$ cat config.mk
export PLATFORM = sky130hd
export DESIGN_NAME = usrt_top
export DESIGN_NICKNAME = d
export VERILOG_FILES = /design/src/rtl/usrt_pkg.sv /design/src/rtl/usrt_sync.sv /design/src/rtl/usrt_tx.sv /design/src/rtl/usrt_rx.sv /design/src/rtl/usrt_top.sv
export SDC_FILE = /design/constraint.sdc
export NUM_CORES = 1
export LEC_CHECK = 0
export ABC_AREA = 1
export BUFFER_PORTS_ARGS = -buffer_cell sky130_fd_sc_hd__buf_2
export CORE_UTILIZATION = 29
export DETAILED_ROUTE_END_ITERATION = 12
export GPL_ROUTABILITY_DRIVEN = 0
export PLACE_DENSITY = 0.46
export SYNTH_ARGS = -nofsm -noshare
export SYNTH_HDL_FRONTEND = slang
export SYNTH_SLANG_ARGS = --single-unit
$ cat constraint.sdc
create_clock -name clk -period 8.6 [get_ports clk]
set_clock_uncertainty 0.2 [all_clocks]
set_input_delay 0.43 -clock clk [delete_from_list [all_inputs] [get_ports clk]]
set_output_delay 0.43 -clock clk [all_outputs]
set_load 0.02 [all_outputs]
$ cat src/rtl/usrt_pkg.sv
package usrt_pkg;

    // Format word, bit 7 down to bit 0.
    typedef struct packed {
        logic [1:0] stop;
        logic       even;
        logic       pen;
        logic [1:0] len;
        logic [1:0] rate;
    } fmt_t;

    typedef enum logic [2:0] {TX_IDLE, TX_START, TX_DATA, TX_PAR, TX_STOP} tx_st_e;
    typedef enum logic [2:0] {RX_HUNT, RX_VALID, RX_DATA, RX_PAR, RX_STOP, RX_WAITHI} rx_st_e;

    localparam int BYTE_W = 8;
    localparam int TICK_W = 7;

    function automatic logic [3:0] char_bits(fmt_t f);
        return 4'(f.len) + 4'd5;
    endfunction

    function automatic logic two_stops(fmt_t f);
        return f.stop[1];
    endfunction

    function automatic logic [TICK_W-1:0] bit_ticks(fmt_t f);
        case (f.rate)
            2'b10:   return TICK_W'(16);
            2'b11:   return TICK_W'(64);
            default: return TICK_W'(1);
        endcase
    endfunction

    function automatic logic [3:0] frame_bits(fmt_t f);
        return 4'd1 + char_bits(f) + 4'(f.pen) + (two_stops(f) ? 4'd2 : 4'd1);
    endfunction

endpackage

$ cat src/rtl/usrt_sync.sv
module usrt_sync #(
    parameter int W = 1,
    parameter int N = 2,
    parameter logic [W-1:0] INIT = '0
) (
    input  logic         clk,
    input  logic         rst,
    input  logic [W-1:0] d,
    output logic [W-1:0] q
);
    logic [N-1:0][W-1:0] stage;

    always_ff @(posedge clk) begin
        if (rst) stage <= {N{INIT}};
        else     stage <= {stage[N-2:0], d};
    end

    assign q = stage[N-1];
endmodule

$ cat src/rtl/usrt_tx.sv
module usrt_tx
    import usrt_pkg::*;
(
    input  logic              clk,
    input  logic              rst,
    input  logic              tick,
    input  fmt_t              fmt,
    input  logic              ld,
    input  logic [BYTE_W-1:0] ld_data,
    input  logic              go,
    output logic              line,
    output logic              hold_empty,
    output logic              idle,
    output logic              xfer
);
    tx_st_e              st;
    logic                hold_full, par, stop2;
    logic [BYTE_W-1:0]   hold, sh;
    logic [TICK_W-1:0]   div;
    logic [3:0]          idx;
    logic [TICK_W-1:0]   last;

    assign last  = bit_ticks(fmt) - TICK_W'(1);
    assign xfer  = tick && (st == TX_IDLE) && hold_full && go;
    assign idle  = (st == TX_IDLE);
    assign hold_empty = !hold_full;

    always_ff @(posedge clk) begin
        if (rst) begin
            st <= TX_IDLE; hold_full <= 1'b0; hold <= '0; sh <= '0;
            div <= '0; idx <= '0; par <= 1'b0; stop2 <= 1'b0;
        end else begin
            if (ld) begin
                hold <= ld_data;
                hold_full <= 1'b1;
            end else if (xfer) begin
                hold_full <= 1'b0;
            end
            if (xfer) begin
                st <= TX_START; sh <= hold; div <= '0; idx <= '0;
                par <= 1'b0; stop2 <= 1'b0;
            end else if (tick && st != TX_IDLE) begin
                if (div == last) begin
                    div <= '0;
                    case (st)
                        TX_START: st <= TX_DATA;
                        TX_DATA: begin
                            par <= par ^ sh[0];
                            sh  <= sh >> 1;
                            idx <= idx + 4'd1;
                            if (idx == char_bits(fmt) - 4'd1)
                                st <= fmt.pen ? TX_PAR : TX_STOP;
                        end
                        TX_PAR: st <= TX_STOP;
                        default: begin
                            if (two_stops(fmt) && !stop2) stop2 <= 1'b1;
                            else                          st <= TX_IDLE;
                        end
                    endcase
                end else begin
                    div <= div + TICK_W'(1);
                end
            end
        end
    end

    always_comb begin
        case (st)
            TX_START: line = 1'b0;
            TX_DATA:  line = sh[0];
            TX_PAR:   line = fmt.even ? par : ~par;
            default:  line = 1'b1;
        endcase
    end
endmodule

$ cat src/rtl/usrt_rx.sv
module usrt_rx
    import usrt_pkg::*;
#(
    parameter int BRK_W = 12
) (
    input  logic              clk,
    input  logic              rst,
    input  logic              tick,
    input  logic              rxd,
    input  fmt_t              fmt,
    input  logic              en,
    input  logic              rd_ack,
    input  logic              err_clr,
    output logic [BYTE_W-1:0] data,
    output logic              full,
    output logic              pe,
    output logic              oe,
    output logic              fe,
    output logic              load,
    output logic              brk
);
    rx_st_e            st;
    logic [TICK_W-1:0] cnt, tpb, half;
    logic [3:0]        idx;
    logic [BYTE_W-1:0] sh;
    logic              par, perr;
    logic              samp;
    logic [BRK_W-1:0]  low_cnt, thr;

    assign tpb  = bit_ticks(fmt);
    assign half = tpb >> 1;
    assign samp = tick && (cnt == tpb - TICK_W'(1));
    assign load = samp && (st == RX_STOP);
    assign thr  = BRK_W'(2) * BRK_W'(frame_bits(fmt)) * BRK_W'(tpb);

    always_ff @(posedge clk) begin
        if (rst) begin
            st <= RX_HUNT; cnt <= '0; idx <= '0; sh <= '0; par <= 1'b0; perr <= 1'b0;
        end else begin
            if (tick && st != RX_HUNT && st != RX_VALID && st != RX_WAITHI)
                cnt <= samp ? '0 : cnt + TICK_W'(1);
            case (st)
                RX_HUNT: if (tick && en && !rxd) begin
                    cnt <= '0; idx <= '0; par <= 1'b0; perr <= 1'b0;
                    st  <= (half == '0) ? RX_DATA : RX_VALID;
                end
                RX_VALID: if (tick) begin
                    if (cnt == half - TICK_W'(1)) begin
                        cnt <= '0;
                        st  <= rxd ? RX_HUNT : RX_DATA;
                    end else begin
                        cnt <= cnt + TICK_W'(1);
                    end
                end
                RX_DATA: if (samp) begin
                    sh  <= {rxd, sh[BYTE_W-1:1]};
                    par <= par ^ rxd;
                    idx <= idx + 4'd1;
                    if (idx == char_bits(fmt) - 4'd1)
                        st <= fmt.pen ? RX_PAR : RX_STOP;
                end
                RX_PAR: if (samp) begin
                    perr <= (rxd != (fmt.even ? par : ~par));
                    st   <= RX_STOP;
                end
                RX_STOP: if (samp) st <= rxd ? RX_HUNT : RX_WAITHI;
                default: if (tick && rxd) st <= RX_HUNT;
            endcase
        end
    end

    always_ff @(posedge clk) begin
        if (rst) begin
            data <= '0; full <= 1'b0; pe <= 1'b0; oe <= 1'b0; fe <= 1'b0;
        end else begin
            if (err_clr) begin
                pe <= 1'b0; oe <= 1'b0; fe <= 1'b0;
            end
            if (load) begin
                data <= sh >> (4'd8 - char_bits(fmt));
                full <= 1'b1;
                if (full && !rd_ack) oe <= 1'b1;
                if (perr)            pe <= 1'b1;
                if (!rxd)            fe <= 1'b1;
            end else if (rd_ack) begin
                full <= 1'b0;
            end
        end
    end

    always_ff @(posedge clk) begin
        if (rst || rxd) begin
            low_cnt <= '0; brk <= 1'b0;
        end else if (tick && !brk) begin
            if (low_cnt == thr) brk <= 1'b1;
            else                low_cnt <= low_cnt + BRK_W'(1);
        end
    end
endmodule

$ cat src/rtl/usrt_top.sv
module usrt_top
    import usrt_pkg::*;
#(
    parameter int SYNC_N = 2,
    parameter int BRK_W  = 12
) (
    input  logic       clk,
    input  logic       rst,
    input  logic       ctl_sel,
    input  logic       wr_en,
    input  logic       rd_en,
    input  logic [7:0] wdata,
    output logic [7:0] rdata,
    input  logic       txc,
    input  logic       rxc,
    output logic       txd,
    input  logic       rxd,
    output logic       tx_rdy,
    output logic       tx_empty,
    output logic       rx_rdy,
    output logic       brk_det,
    output logic       dtr_n,
    output logic       rts_n,
    input  logic       dsr_n,
    input  logic       cts_n
);
    logic txc_s, rxc_s, rxd_s, cts_s, dsr_s, txc_q, rxc_q;
    logic tx_tick, rx_tick;
    logic fmt_done, cmd_txen, cmd_dtr, cmd_rxen, cmd_sbrk, cmd_rts;
    fmt_t fmt;
    logic err_clr, tx_line, hold_empty, tx_idle, xfer;
    logic [7:0] rx_data, status;
    logic pe, oe, fe, rx_load;

    usrt_sync #(.W(5), .N(SYNC_N), .INIT(5'b00111)) u_sync (
        .clk(clk), .rst(rst),
        .d({txc, rxc, rxd, cts_n, dsr_n}),
        .q({txc_s, rxc_s, rxd_s, cts_s, dsr_s})
    );

    always_ff @(posedge clk) begin
        if (rst) begin
            txc_q <= 1'b0; rxc_q <= 1'b0;
        end else begin
            txc_q <= txc_s; rxc_q <= rxc_s;
        end
    end
    assign tx_tick = txc_q & ~txc_s;
    assign rx_tick = ~rxc_q & rxc_s;

    always_ff @(posedge clk) begin
        if (rst) begin
            fmt_done <= 1'b0; fmt <= '0;
            {cmd_txen, cmd_dtr, cmd_rxen, cmd_sbrk, cmd_rts} <= '0;
        end else if (wr_en && ctl_sel) begin
            if (!fmt_done) begin
                fmt <= fmt_t'(wdata);
                fmt_done <= 1'b1;
            end else if (wdata[6]) begin
                fmt_done <= 1'b0;
                {cmd_txen, cmd_dtr, cmd_rxen, cmd_sbrk, cmd_rts} <= '0;
            end else begin
                cmd_txen <= wdata[0];
                cmd_dtr  <= wdata[1];
                cmd_rxen <= wdata[2];
                cmd_sbrk <= wdata[3];
                cmd_rts  <= wdata[5];
            end
        end
    end
    assign err_clr = wr_en && ctl_sel && fmt_done && !wdata[6] && wdata[4];

    usrt_tx u_tx (
        .clk(clk), .rst(rst), .tick(tx_tick), .fmt(fmt),
        .ld(wr_en && !ctl_sel), .ld_data(wdata), .go(cmd_txen && !cts_s),
        .line(tx_line), .hold_empty(hold_empty), .idle(tx_idle), .xfer(xfer)
    );

    usrt_rx #(.BRK_W(BRK_W)) u_rx (
        .clk(clk), .rst(rst), .tick(rx_tick), .rxd(rxd_s), .fmt(fmt),
        .en(cmd_rxen), .rd_ack(rd_en && !ctl_sel), .err_clr(err_clr),
        .data(rx_data), .full(rx_rdy), .pe(pe), .oe(oe), .fe(fe),
        .load(rx_load), .brk(brk_det)
    );

    assign txd      = cmd_sbrk ? 1'b0 : tx_line;
    assign tx_empty = hold_empty && tx_idle;
    assign tx_rdy   = hold_empty && cmd_txen && !cts_s;
    assign dtr_n    = ~cmd_dtr;
    assign rts_n    = ~cmd_rts;
    assign status   = {~dsr_s, brk_det, fe, oe, pe, tx_empty, rx_rdy, hold_empty};
    assign rdata    = ctl_sel ? status : rx_data;
endmodule

Yosys cells after proc, flatten, opt, wreduce, memory -nomap -nowiden
Index checks and enable logic that the tools add are counted.
{"block": "classes", "n_shift": 1, "reduce_logical": 62, "n_mux": 65, "n_mul": 1, "eq_ne": 29, "addsub": 13, "bitwise": 14}
{"operator": "$mux 7", "count": 6}
{"operator": "$mux 8", "count": 5}
{"operator": "$mux 3", "count": 12}
{"operator": "$mux 1", "count": 29}
{"operator": "$pmux 7 s2", "count": 2}
{"operator": "$logic_and 1x1->1", "count": 25}
{"operator": "$eq 7x7->1", "count": 3}
{"operator": "$ne 2x1->1 const B", "count": 8}
{"operator": "$pmux 3 s5", "count": 1}
{"operator": "$add 7x1->7 const B", "count": 2}
{"operator": "$reduce_bool 2->1", "count": 7}
{"operator": "$add 12x1->12 const B", "count": 1}
{"operator": "$eq 12x12->1", "count": 1}
{"operator": "$eq 3x2->1 const B", "count": 4}
{"operator": "$reduce_and 3->1", "count": 4}
{"operator": "$reduce_and 4->1", "count": 3}
{"operator": "$mul 4x7->11", "count": 1}
{"operator": "$not 1->1", "count": 10}
{"operator": "$reduce_and 2->1", "count": 5}
{"operator": "$pmux 3 s3", "count": 1}
{"operator": "$add 4x1->4 const B", "count": 2}
{"operator": "$eq 4x4->1", "count": 2}
{"operator": "$logic_not 1->1", "count": 8}
{"operator": "$mux 4", "count": 2}
{"operator": "other kinds (31)", "count": 41}
{"block": "word_totals", "input_bits": 18, "regBits": 108, "word_cells": 222, "output_inout_bits": 15}

Logic depth before layout (Yosys ltp)
Gate-level depths: netlist (run 1).
{"block": "depth", "depth_word": 9, "ltp_mapped": 25, "mapped_depth_nobuf": 24}

Cells and area by module
From an unflattened synthesis (run 1), not the netlist that was laid out.
{"block": "hier_totals", "cells_unflattened": 913, "area_unflattened_um2": 6237.2}
{"mod": "usrt_rx", "cells_per_inst": 513, "seq_area_each_um2": 980.9, "area_per_inst_um2": 3454.6, "instances": 1}
{"mod": "usrt_tx", "cells_per_inst": 225, "seq_area_each_um2": 660.6, "area_per_inst_um2": 1624.1, "instances": 1}
{"mod": "usrt_top", "cells_per_inst": 139, "seq_area_each_um2": 320.3, "area_per_inst_um2": 842.1, "instances": 1}
{"mod": "usrt_sync", "cells_per_inst": 36, "seq_area_each_um2": 200.2, "area_per_inst_um2": 316.6, "instances": 1}

Worst setup path after synthesis (run 1)
No wires, ideal clock.
{"block": "synth_path", "kind": "reg-to-reg", "start": "register fmt[2] (netlist name)", "end": "register u_rx.low_cnt[0]", "synth_period_minus_slack_ns": 3.629, "setup_time_ns": 0.131, "required_time_ns": 8.269, "path_buffers": 1, "setup_slack_ns": 4.971, "stages_incl_launch_ff": 20, "arrival_time_ns": 3.298, "path_cell_list": "dfxtp_1 fa_1 fa_1 inv_1 nor2_1 ha_1 ha_1 ha_1 inv_1 nand2_1 nand2_1 nor2_1 nand2_1 nor2_1 nand2_1 nor2_2 nand2_2 buf_2 nand3_1 a21oi_2"}
{"block": "synth_between", "elab_chain_cells": 8}
{"item": "$add 2x3->4", "line_no": "usrt_pkg.sv:19", "source": "return 4'(f.len) + 4'd5;"}
{"item": "$add 1x4->4", "line_no": "usrt_pkg.sv:35", "source": "return 4'd1 + char_bits(f) + 4'(f.pen) + (two_stops(f) ? 4'd2 : 4'd1);"}
{"item": "$add 4x1->4", "line_no": "usrt_pkg.sv:35"}
{"item": "$add 4x4->4", "line_no": "usrt_pkg.sv:35"}
{"item": "$mul 4x7->11", "line_no": "usrt_rx.sv:34", "source": "assign thr = BRK_W'(2) * BRK_W'(frame_bits(fmt)) * BRK_W'(tpb);"}
{"item": "$eq 12x12->1", "line_no": "usrt_rx.sv:95", "source": "if (low_cnt == thr) brk <= 1'b1;"}
{"item": "$not 1->1 (no source line)"}
{"item": "$reduce_and 2->1 (no source line)"}
{"item": "to (signal assigned)", "line_no": "usrt_rx.sv:96", "source": "else low_cnt <= low_cnt + BRK_W'(1);"}
{"item": "to (decl)", "line_no": "usrt_rx.sv:28", "source": "logic [BRK_W-1:0] low_cnt, thr;"}
No other way between the ends.
A chain may end at the register's enable or synchronous reset.

Worst setup path after layout (run 1)
{"block": "layout_path", "start": "register fmt[2] (netlist name)", "end": "register u_rx.low_cnt[5]"}
{"block": "layout_between", "elab_chain_cells": 8}
{"item": "$add 2x3->4", "line_no": "usrt_pkg.sv:19"}
{"item": "$add 1x4->4", "line_no": "usrt_pkg.sv:35"}
{"item": "$add 4x1->4", "line_no": "usrt_pkg.sv:35"}
{"item": "$add 4x4->4", "line_no": "usrt_pkg.sv:35"}
{"item": "$mul 4x7->11", "line_no": "usrt_rx.sv:34"}
{"item": "$eq 12x12->1", "line_no": "usrt_rx.sv:95"}
{"item": "$not 1->1 (no source line)"}
{"item": "$reduce_and 2->1 (no source line)"}
No other way between the ends.

==> results.sh, run 1 <==
export IMPL_n_antenna_cell=0
export IMPL_whs_ns=0.0426
export IMPL_final_common_cell="nand2_1"
export IMPL_switchingPower_mw=0.386
export IMPL_synthAdderAreaFrac_pct=4.71
export IMPL_irDropWorstVdd_v=0.000104
export IMPL_hold_viol_final=0
export IMPL_crit_fanout=19
export IMPL_min_path_type="input port to register"
export IMPL_switching_share_pct=32.9
export IMPL_crit_type="register to register"
export IMPL_period_needed_ns=4.34
export IMPL_cts_root_buffer="clkbuf_16"
export IMPL_required_ns=8.68
export IMPL_finalSetupViolations=0
export IMPL_outcome="finished clean"
export IMPL_synthArstFlopShare_pct=0
export IMPL_rsz0062_at_grt="no"
export IMPL_area_growth_pct=11.2
export IMPL_drc=0
export IMPL_arrival_ns=4.43
export IMPL_initial_core_util_pct=29.9
export IMPL_ios=33
export IMPL_worstMarginPinSlew_ns=0.812
export IMPL_clkTransAtPathRegs_ns=0.08
export IMPL_synth_mux_area_share_pct=0
export IMPL_powerDensity_nw_per_um2=179
export IMPL_slew_viol_final=0
export IMPL_cts_resized=0
export IMPL_fp_row_count=51
export IMPL_grt_pass1_vias=4957
export IMPL_synth_top_cell_area_share_pct=36.3
export IMPL_numCtsBuffers=9
export IMPL_synth_compound_area_share_pct=13.4
export IMPL_grt_antenna_before_repair=0
export IMPL_wl_per_cell_microns=12.9
export IMPL_post_route_period_util_pct=50.5
export IMPL_mostFrequentLayoutCells="223 x nand2_1, 118 x inv_1, 107 x dfxtp_1, 98 x nor2_1, 75 x a21oi_1"
export IMPL_worstSetupStartpointType="register"
export IMPL_routed_wl_microns=15200
export IMPL_power_frac_seq_pct=45.1
export IMPL_power_frac_clock_pct=35.3
export IMPL_die_area_sq_um=20900
export IMPL_tritoncts="built"
export IMPL_maxCapViolCount=0
export IMPL_die_w_microns=145
export IMPL_synthFlopType="dfxtp_1"
export IMPL_yosysWarnings=0
export IMPL_grt_ovfl_total=0
export IMPL_drtIter0Drc=286
export IMPL_yosysSeqAreaShare_pct=36.3
export IMPL_relSlewSlack_pct=45.7
export IMPL_synth_xor_area_share_pct=2.97
export IMPL_synth_edf_count=0
export IMPL_first_pass_iters=5
export IMPL_clk_path_buf_depth=2
export IMPL_tns_ns=0
export IMPL_cts_hold_buffers=0
export IMPL_power_share_combinational_pct=19.6
export IMPL_viasPerCell=4.50
export IMPL_synth_area_leaders="dfxtp_1 36%, nand2_1 14%, inv_1 7.5%"
export IMPL_netlist_instances=887
export IMPL_synth_cell_types=42
export IMPL_syn_cell_area_sq_um=5900
export IMPL_dp_hpwl_microns=11100
export IMPL_grtUsageTotal_pct=15.7
export IMPL_max_freq_mhz=230
export IMPL_synth_top_family_by_area="simple AND/OR/NAND/NOR gates"
export IMPL_core_area_sq_um=19700
export IMPL_postRouteAntennaNets=0
export IMPL_ys_ff_latch=107
export IMPL_multiInputGateArea_sq_um=3150
export IMPL_grt_max_degree=48
export IMPL_grt_pass1_wl_microns=25500
export IMPL_seq_area_sq_um=2140
export IMPL_clock_tree_htree_level_count=3
export IMPL_intPower_mw=0.786
export IMPL_via_count=5303
export IMPL_io_buffers=32
export IMPL_final_util_pct=33.3
export IMPL_cts_sinks=107
export IMPL_avgSynthCellArea_sq_um=6.65
export IMPL_preCtsSetupSlack_ns=4.25
export IMPL_nets=947
export IMPL_leakage_nw=2.78
export IMPL_clk_latency_ns=0.36
export IMPL_die_y_microns=145
export IMPL_drive_gt1_share_pct=9.86
export IMPL_endpoint_kind="register"
export IMPL_fin_ws_ns=4.26
export IMPL_synth_simple_area_share_pct=32.4
export IMPL_cts_setup_buffers=0
export IMPL_yosysTopAreaCell="dfxtp_1"
export IMPL_synth_nets=926
export IMPL_fill_cells=2162
export IMPL_power_total_mw=1.17
[metrics by stage]
stage          std cells  area, sq um
6_report            1178         6560
5_1_grt             1178         6560
4_1_cts             1178         6560
3_5_place_dp        1162         6270
3_3_place_gp        1162         6270
2_1_floorplan        887         5900
[worst paths after layout]
kind | startpoint | slack (ns) | cells after the start | endpoint
setup reg to reg | fmt[2] | 4.26 | 19 | u_rx.low_cnt[5]
hold / removal | cts_n | 0.04 | 2 | u_sync.stage[1]
setup / recovery | fmt[2] | 4.26 | 19 | u_rx.low_cnt[5]
hold reg to reg | u_sync.stage[4] | 0.21 | 2 | u_sync.q[4]
[cells by family after synthesis]
logic type,count (synthesis)
compound gates,149
xor+xnor,20
fa+ha+maj,21
buf+inv,148
flops,107
simple gates,442
[flip-flops by register name, summed over array words and instances (netlist names), 3 cells and up]
signal,flops
fmt,7
u_rx.cnt,7
u_rx.data,8
u_rx.idx,4
u_rx.low_cnt,12
u_rx.sh,8
u_rx.st,3
u_sync.q,5
u_sync.stage,5
u_tx.div,7
u_tx.hold,8
u_tx.idx,4
u_tx.sh,8
u_tx.st,3
[synthesized netlist by cell type (4+ instances only)]
cell type and number:
buf_6 5, clkbuf_1 14, nand2_2 10, xor2_1 16, ha_1 19, nor3_1 10
buf_2 4, or2_2 8, inv_1 118, nand2_1 223, nand4_1 16, dfxtp_1 107
xnor2_1 4, a21oi_1 75, nor2_1 98, nand3_1 59, inv_2 4, o21ai_0 54
nor2_2 7
[per-layer routing]
metal | routed length (microns) | part of all wire [%] | vias to the layer above | global-route usage [%]
met2 | 6510 | 43 | 61 | 24.5
li1 | - | - | 2866 | -
met3 | 341 | 2.2 | 15 | 1.95
met4 | 244 | 1.6 | 0 | 5.93
met5 | 0 | 0 | - | 0
met1 | 8070 | 53 | 2361 | 21.9
[critical path, stage by stage, from the launching register on]
cell and delay [ns]:
dfxtp_1 0.73, fa_1 0.56, fa_1 0.66, inv_1 0.06, nor2_1 0.10, ha_1 0.24, ha_1 0.22, ha_1 0.29
inv_1 0.04, nand2_1 0.05, nand2_1 0.05, nor2_1 0.08, nand2_1 0.05, nor2_1 0.08, nand2_1 0.07, nor2_2 0.12
nand2_2 0.20, nand2_2 0.27, nand2_1 0.08, a21oi_1 0.13
[area by class of cell]
type,count,area share (%)
multi-input combinational,632,48.0
sequential,107,32.7
inverter,124,7.18
tap,265,5.06
clock buffer,9,3.44
timing repair buffer,34,2.67
clock inverter,7,0.954
[power by group through the flow]
| stage | Clock [mW] | Combinational, mW | Sequential (mW) |
|---|---|---|---|
| after global placement | 0 | 0.232 | 0.541 |
| final | 0.414 | 0.230 | 0.529 |
| after global routing | 0.448 | 0.264 | 0.531 |
| after floorplan | 0 | 0.183 | 0.534 |
| after detailed placement | 0 | 0.229 | 0.540 |
| after CTS | 0.431 | 0.231 | 0.529 |
No activity file was read; power rests on OpenSTA's default activity.
==> run 2, diff against run 1 <==
--- a/config.mk
+++ b/config.mk
@@ -10,7 +10,7 @@
 export CORE_UTILIZATION = 29
 export DETAILED_ROUTE_END_ITERATION = 12
 export GPL_ROUTABILITY_DRIVEN = 0
-export PLACE_DENSITY = 0.46
+export PLACE_DENSITY = 0.47
 export SYNTH_ARGS = -nofsm -noshare
 export SYNTH_HDL_FRONTEND = slang
 export SYNTH_SLANG_ARGS = --single-unit
==> constraint.sdc (replaced) <==
create_clock -name clk -period 3.63 [get_ports clk]
set_clock_uncertainty 0.2 [all_clocks]
set_input_delay 0.1815 -clock clk [delete_from_list [all_inputs] [get_ports clk]]
set_output_delay 0.1815 -clock clk [all_outputs]
set_load 0.02 [all_outputs]
==> run 2 against run 1 <==
Fmax grew 22%; register-to-register slack lost 4.2 ns; power grew 140%; largest cell class unchanged; critical path type unchanged.
==> results.sh, run 2 (synthesized netlist as in run 1, its figures left out) <==
export IMPL_grt_pass1_wl_microns=25600
export IMPL_outcome="finished clean"
export IMPL_die_area_sq_um=20900
export IMPL_area_growth_pct=17.8
export IMPL_core_area_sq_um=19700
export IMPL_viasPerCell=4.57
export IMPL_switchingPower_mw=0.938
export IMPL_io_buffers=32
export IMPL_switching_share_pct=32.9
export IMPL_hold_viol_final=0
export IMPL_via_count=5507
export IMPL_arrival_ns=3.58
export IMPL_multiInputGateArea_sq_um=3260
export IMPL_initial_core_util_pct=29.9
export IMPL_intPower_mw=1.92
export IMPL_n_antenna_cell=0
export IMPL_slew_viol_final=0
export IMPL_dp_hpwl_microns=11200
export IMPL_max_freq_mhz=282
export IMPL_grt_antenna_before_repair=0
export IMPL_endpoint_kind="register"
export IMPL_min_path_type="input port to register"
export IMPL_drc=0
export IMPL_cts_root_buffer="clkbuf_16"
export IMPL_clk_path_buf_depth=2
export IMPL_powerDensity_nw_per_um2=411
export IMPL_worstMarginPinSlew_ns=0.749
export IMPL_period_needed_ns=3.55
export IMPL_final_util_pct=35.2
export IMPL_grt_max_degree=47
export IMPL_cts_sinks=107
export IMPL_tritoncts="built"
export IMPL_grtUsageTotal_pct=15.8
export IMPL_maxCapViolCount=0
export IMPL_tns_ns=0
export IMPL_drtIter0Drc=325
export IMPL_drive_gt1_share_pct=13.6
export IMPL_post_route_period_util_pct=97.8
export IMPL_finalSetupViolations=0
export IMPL_mostFrequentLayoutCells="218 x nand2_1, 116 x inv_1, 104 x dfxtp_1, 97 x nor2_1, 73 x a21oi_1"
export IMPL_die_y_microns=145
export IMPL_irDropWorstVdd_v=0.000232
export IMPL_whs_ns=0.0177
export IMPL_clk_latency_ns=0.36
export IMPL_relSlewSlack_pct=50.0
export IMPL_power_frac_seq_pct=43.6
export IMPL_fill_cells=2146
export IMPL_crit_type="register to register"
export IMPL_fin_ws_ns=0.0786
export IMPL_power_frac_clock_pct=35.3
export IMPL_fp_row_count=51
export IMPL_first_pass_iters=4
export IMPL_preCtsSetupSlack_ns=-0.0590
export IMPL_ios=33
export IMPL_dpl_cell_area_sq_um=6350
export IMPL_crit_fanout=7
export IMPL_grt_pass1_vias=5148
export IMPL_design_area_sq_um=6950
export IMPL_required_ns=3.66
export IMPL_postRouteAntennaNets=0
export IMPL_rsz0062_at_grt="yes"
export IMPL_numCtsBuffers=9
export IMPL_routed_wl_microns=15300
export IMPL_grt_ovfl_total=0
export IMPL_clkTransAtPathRegs_ns=0.08
export IMPL_seq_area_sq_um=2150
export IMPL_power_share_combinational_pct=21.1
export IMPL_die_w_microns=145
export IMPL_nets=975
export IMPL_leakage_nw=2.90
export IMPL_wl_per_cell_microns=12.7
export IMPL_worstSetupStartpointType="register"
export IMPL_largest_reg_flops=12
export IMPL_final_common_cell="nand2_1"
export IMPL_top_register="u_rx.low_cnt"
export IMPL_clock_tree_htree_level_count=3
run 2: changes by cell type in the layout (fill, tap and decap cells not counted), sizes merged:
cell and delta:
nand2 +1, clkinvlp -1, buf +13, inv +1, dlygate4sd3 +14
run 2: final timing paths:
path                        start         endpoint  slack, ns  cells after the start
setup reg to reg           fmt[3]  u_rx.low_cnt[6]       0.08                     19
setup / recovery           fmt[3]  u_rx.low_cnt[6]       0.08                     19
hold / removal              wr_en         fmt_done       0.02                      5
hold reg to reg   u_sync.stage[4]      u_sync.q[4]       0.21                      2
run 2: metal layers:
| layer | up-vias | track usage, % | wire length [microns] |
|---|---|---|---|
| met5 | - | 0 | 0 |
| met4 | 0 | 4.38 | 159 |
| met3 | 15 | 3.28 | 465 |
| met2 | 69 | 25.4 | 7170 |
| met1 | 2493 | 21.2 | 7550 |
| li1 | 2930 | - | - |
run 2: cell type report:
class,count,area share [%]
flip-flops and latches,107,31.0
repair buffers,61,6.11
multi-input cells,633,46.9
clock buffers,9,3.24
clock inverters,7,1.17
well taps,265,4.77
inverters,124,6.77
run 2: stage by stage:
stage	std cells	total power, mW
after floorplan	887	1.70
after global placement	1173	1.85
after detailed placement	1173	1.84
after CTS	1204	2.89
after global routing	1206	3.05
final	1206	2.86
run 2: power by group through the flow:
stage	Clock, mW	Combinational [mW]	Sequential [mW]
finish	1.01	0.602	1.25
global route	1.10	0.692	1.25
CTS	1.05	0.587	1.24
detailed placement	0	0.567	1.27
global placement	0	0.573	1.27
floorplan	0	0.433	1.26
run 2: what timing repair did:
| action | CTS | global route |
|---|---|---|
| hold buffers | 14 | 0 |
| gates cloned | 1 | 1 |
| resized for setup | 8 | 24 |
| pin swaps | 4 | 6 |
| setup buffers | 0 | 1 |
| hold endpoints to repair | 27 | 0 |
| setup endpoints to repair | 13 | 13 |
run 2: critical path: stages (launching register included):
cell and delay [ns]:
dfxtp_4 0.36, fa_2 0.51, fa_1 0.57, inv_1 0.05, nor2_1 0.09, ha_1 0.25
ha_2 0.21, ha_4 0.27, inv_2 0.03, nand2_2 0.04, nand2_1 0.05, nor2_1 0.08
nand2_1 0.06, nor2_1 0.08, nand2_1 0.06, nor2_2 0.09, nand2_2 0.12, buf_6 0.16
nand3_1 0.07, a21oi_1 0.07
==> run 3, diff against run 2 <==
--- a/config.mk
+++ b/config.mk
@@ -7,6 +7,7 @@
 export LEC_CHECK = 0
 export ABC_AREA = 1
 export BUFFER_PORTS_ARGS = -buffer_cell sky130_fd_sc_hd__buf_2
+export CORE_MARGIN = 2
 export CORE_UTILIZATION = 29
 export DETAILED_ROUTE_END_ITERATION = 12
 export GPL_ROUTABILITY_DRIVEN = 0
==> run 3 against run 2 <==
The flow now finishes with violations (setup timing); final cell count increased by 0.58%; count of clock-buffer cells in the layout did not move; first-iteration DRC count down 9.5%; sequential share of layout area is 0.56 points lower; setup slack worse by 0.089 ns; utilization down 0.080 points; register-to-register slack got worse by 0.09 ns; worst hold slack gained 0.15 ns; sequential cell count unchanged; largest cell class unchanged; largest power group unchanged.
==> results.sh, run 3 (synthesized netlist as in run 1, its figures left out) <==
export IMPL_relSlewSlack_pct=33.8
export IMPL_min_to="fmt[3]"
export IMPL_cts_sinks=107
export IMPL_switching_share_pct=33.1
export IMPL_powerDensity_nw_per_um2=407
export IMPL_viasPerCell=4.55
export IMPL_fp_row_count=52
export IMPL_power_share_combinational_pct=21.7
export IMPL_tritoncts="built"
export IMPL_worstSetupStartpointType="register"
export IMPL_leakage_nw=2.93
export IMPL_drtIter0Drc=294
export IMPL_via_count=5523
export IMPL_outcome="finished, violations left"
export IMPL_numCtsBuffers=9
export IMPL_slew_viol_final=0
export IMPL_power_frac_seq_pct=43.3
export IMPL_violations="setup timing"
export IMPL_switchingPower_mw=0.950
export IMPL_clock_tree_htree_level_count=3
export IMPL_crit_type="register to register"
export IMPL_busiest_layer="met2"
export IMPL_core_area_sq_um=20100
export IMPL_grt_antenna_before_repair=0
export IMPL_power_frac_clock_pct=34.9
export IMPL_io_buffers=32
export IMPL_area_growth_pct=19.8
export IMPL_mostFrequentLayoutCells="219 x nand2_1, 117 x inv_1, 104 x dfxtp_1, 95 x nor2_1, 65 x a21oi_1"
export IMPL_dpl_cell_area_sq_um=6350
export IMPL_postRouteAntennaNets=0
export IMPL_min_from="wr_en"
export IMPL_arrival_ns=3.66
export IMPL_use_met2_pct=25.0
export IMPL_grtUsageTotal_pct=15.2
export IMPL_period_needed_ns=3.64
export IMPL_required_ns=3.65
export IMPL_maxCapViolCount=0
export IMPL_multiInputGateArea_sq_um=3350
export IMPL_irDropWorstVdd_v=0.000279
export IMPL_largest_reg_flops=12
export IMPL_final_common_cell="nand2_1"
export IMPL_tns_ns=-0.0356
export IMPL_intPower_mw=1.92
export IMPL_grt_pass1_wl_microns=26400
export IMPL_die_area_sq_um=21500
export IMPL_rsz0062_at_grt="yes"
export IMPL_use_met1_pct=20.6
export IMPL_dp_hpwl_microns=11200
export IMPL_reg2regPathDepth=23
export IMPL_worstMarginPinSlew_ns=0.992
export IMPL_reg2reg_from="fmt[7]"
export IMPL_endpoint_kind="register"
export IMPL_dp_cells=1177
export IMPL_die_w_microns=147
export IMPL_preCtsSetupSlack_ns=-0.0924
export IMPL_clkTransAtPathRegs_ns=0.08
export IMPL_clk_path_buf_depth=2
export IMPL_grt_ovfl_total=0
export IMPL_n_antenna_cell=0
export IMPL_first_pass_iters=6
export IMPL_nets=977
export IMPL_fin_ws_ns=-0.0100
export IMPL_drc=0
export IMPL_design_area_sq_um=7070
export IMPL_post_route_period_util_pct=100
export IMPL_initial_core_util_pct=29.3
export IMPL_fill_cells=2211
export IMPL_hold_viol_final=0
export IMPL_power_total_mw=2.87
export IMPL_use_met3_pct=1.91
export IMPL_max_freq_mhz=275
export IMPL_grt_max_degree=47
export IMPL_grt_pass1_vias=5309
export IMPL_hold_depth=5
export IMPL_fin_cells=1213
export IMPL_routed_wl_microns=15600
export IMPL_whs_ns=0.163
export IMPL_wl_per_cell_microns=12.9
export IMPL_ios=33
export IMPL_clk_latency_ns=0.36
export IMPL_min_path_type="input port to register"
export IMPL_r2r_end="u_rx.low_cnt[9]"
export IMPL_cts_root_buffer="clkbuf_16"
export IMPL_rrSetupSlack_ns=-0.01
export IMPL_drive_gt1_share_pct=15.4
export IMPL_top_register="u_rx.low_cnt"
export IMPL_crit_fanout=6
export IMPL_seq_area_sq_um=2150
export IMPL_finalSetupViolations=6
export IMPL_final_util_pct=35.2
export IMPL_die_y_microns=147
## run 3: worst max-delay path by stage
| stage | cells after the start | end | from | slack [ns] |
|---|---|---|---|---|
| finish | 23 | u_rx.low_cnt[9] | fmt[7] | -0.01 |
| global route | 23 | u_rx.low_cnt[9] | fmt[7] | -0.20 |
| CTS | 23 | u_rx.low_cnt[2] | fmt[3] | -0.0004 |
| detailed placement | 22 | u_rx.low_cnt[0] | fmt[2] | -0.09 |
| global placement | 22 | u_rx.low_cnt[0] | fmt[2] | -0.03 |
| floorplan | 19 | u_rx.low_cnt[0] | fmt[2] | 0.001 |
## run 3: layer usage
metal,routed length (microns),part of all wire (%)
met4,283,1.8
met1,7960,51
met5,0,0
met2,7060,45
met3,344,2.2
## run 3: critical path, stage by stage (launching register included)
cell and delay (ns):
dfxtp_4 0.36, fa_1 0.52, ha_1 0.31, nand2_1 0.08, nand2_2 0.06, nand2_2 0.06, nand2_2 0.06, nand2_2 0.07
nor2_1 0.05, ha_1 0.32, ha_4 0.19, ha_4 0.26, inv_2 0.02, nand2_1 0.04, nand2_1 0.04, nor2_1 0.10
nand2_1 0.07, nor2_2 0.10, nand2_1 0.06, nor2_2 0.13, nand2_4 0.11, clkbuf_16 0.18, nand3_2 0.06, a21oi_2 0.05
## run 3: power groups by stage
stage                     Clock [mW]  Sequential [mW]  Combinational, mW
final                           1.00             1.25              0.624
after detailed placement           0             1.27              0.579
after global placement             0             1.27              0.585
after CTS                       1.05             1.25              0.599
after floorplan                    0             1.26              0.433
after global routing            1.09             1.25              0.719
## run 3: what timing repair did
| item | 4_1_cts | 5_1_grt |
|---|---|---|
| setup endpoints to repair | 13 | 13 |
| hold endpoints to repair | 26 | 0 |
| gates resized for setup | 5 | 43 |
| gates cloned | 0 | 2 |
| hold buffers | 15 | 0 |
| buffers inserted | 1 | 2 |
| pin swaps | 3 | 26 |
## run 3: cell type report
type                       instances  share of cell area, %
multi-input combinational        633                   47.4
clock buffer                       9                   3.19
sequential                       107                   30.4
clock inverter                     7                   1.12
inverter                         124                   6.66
timing repair buffer              63                   6.44
tap                              270                   4.78
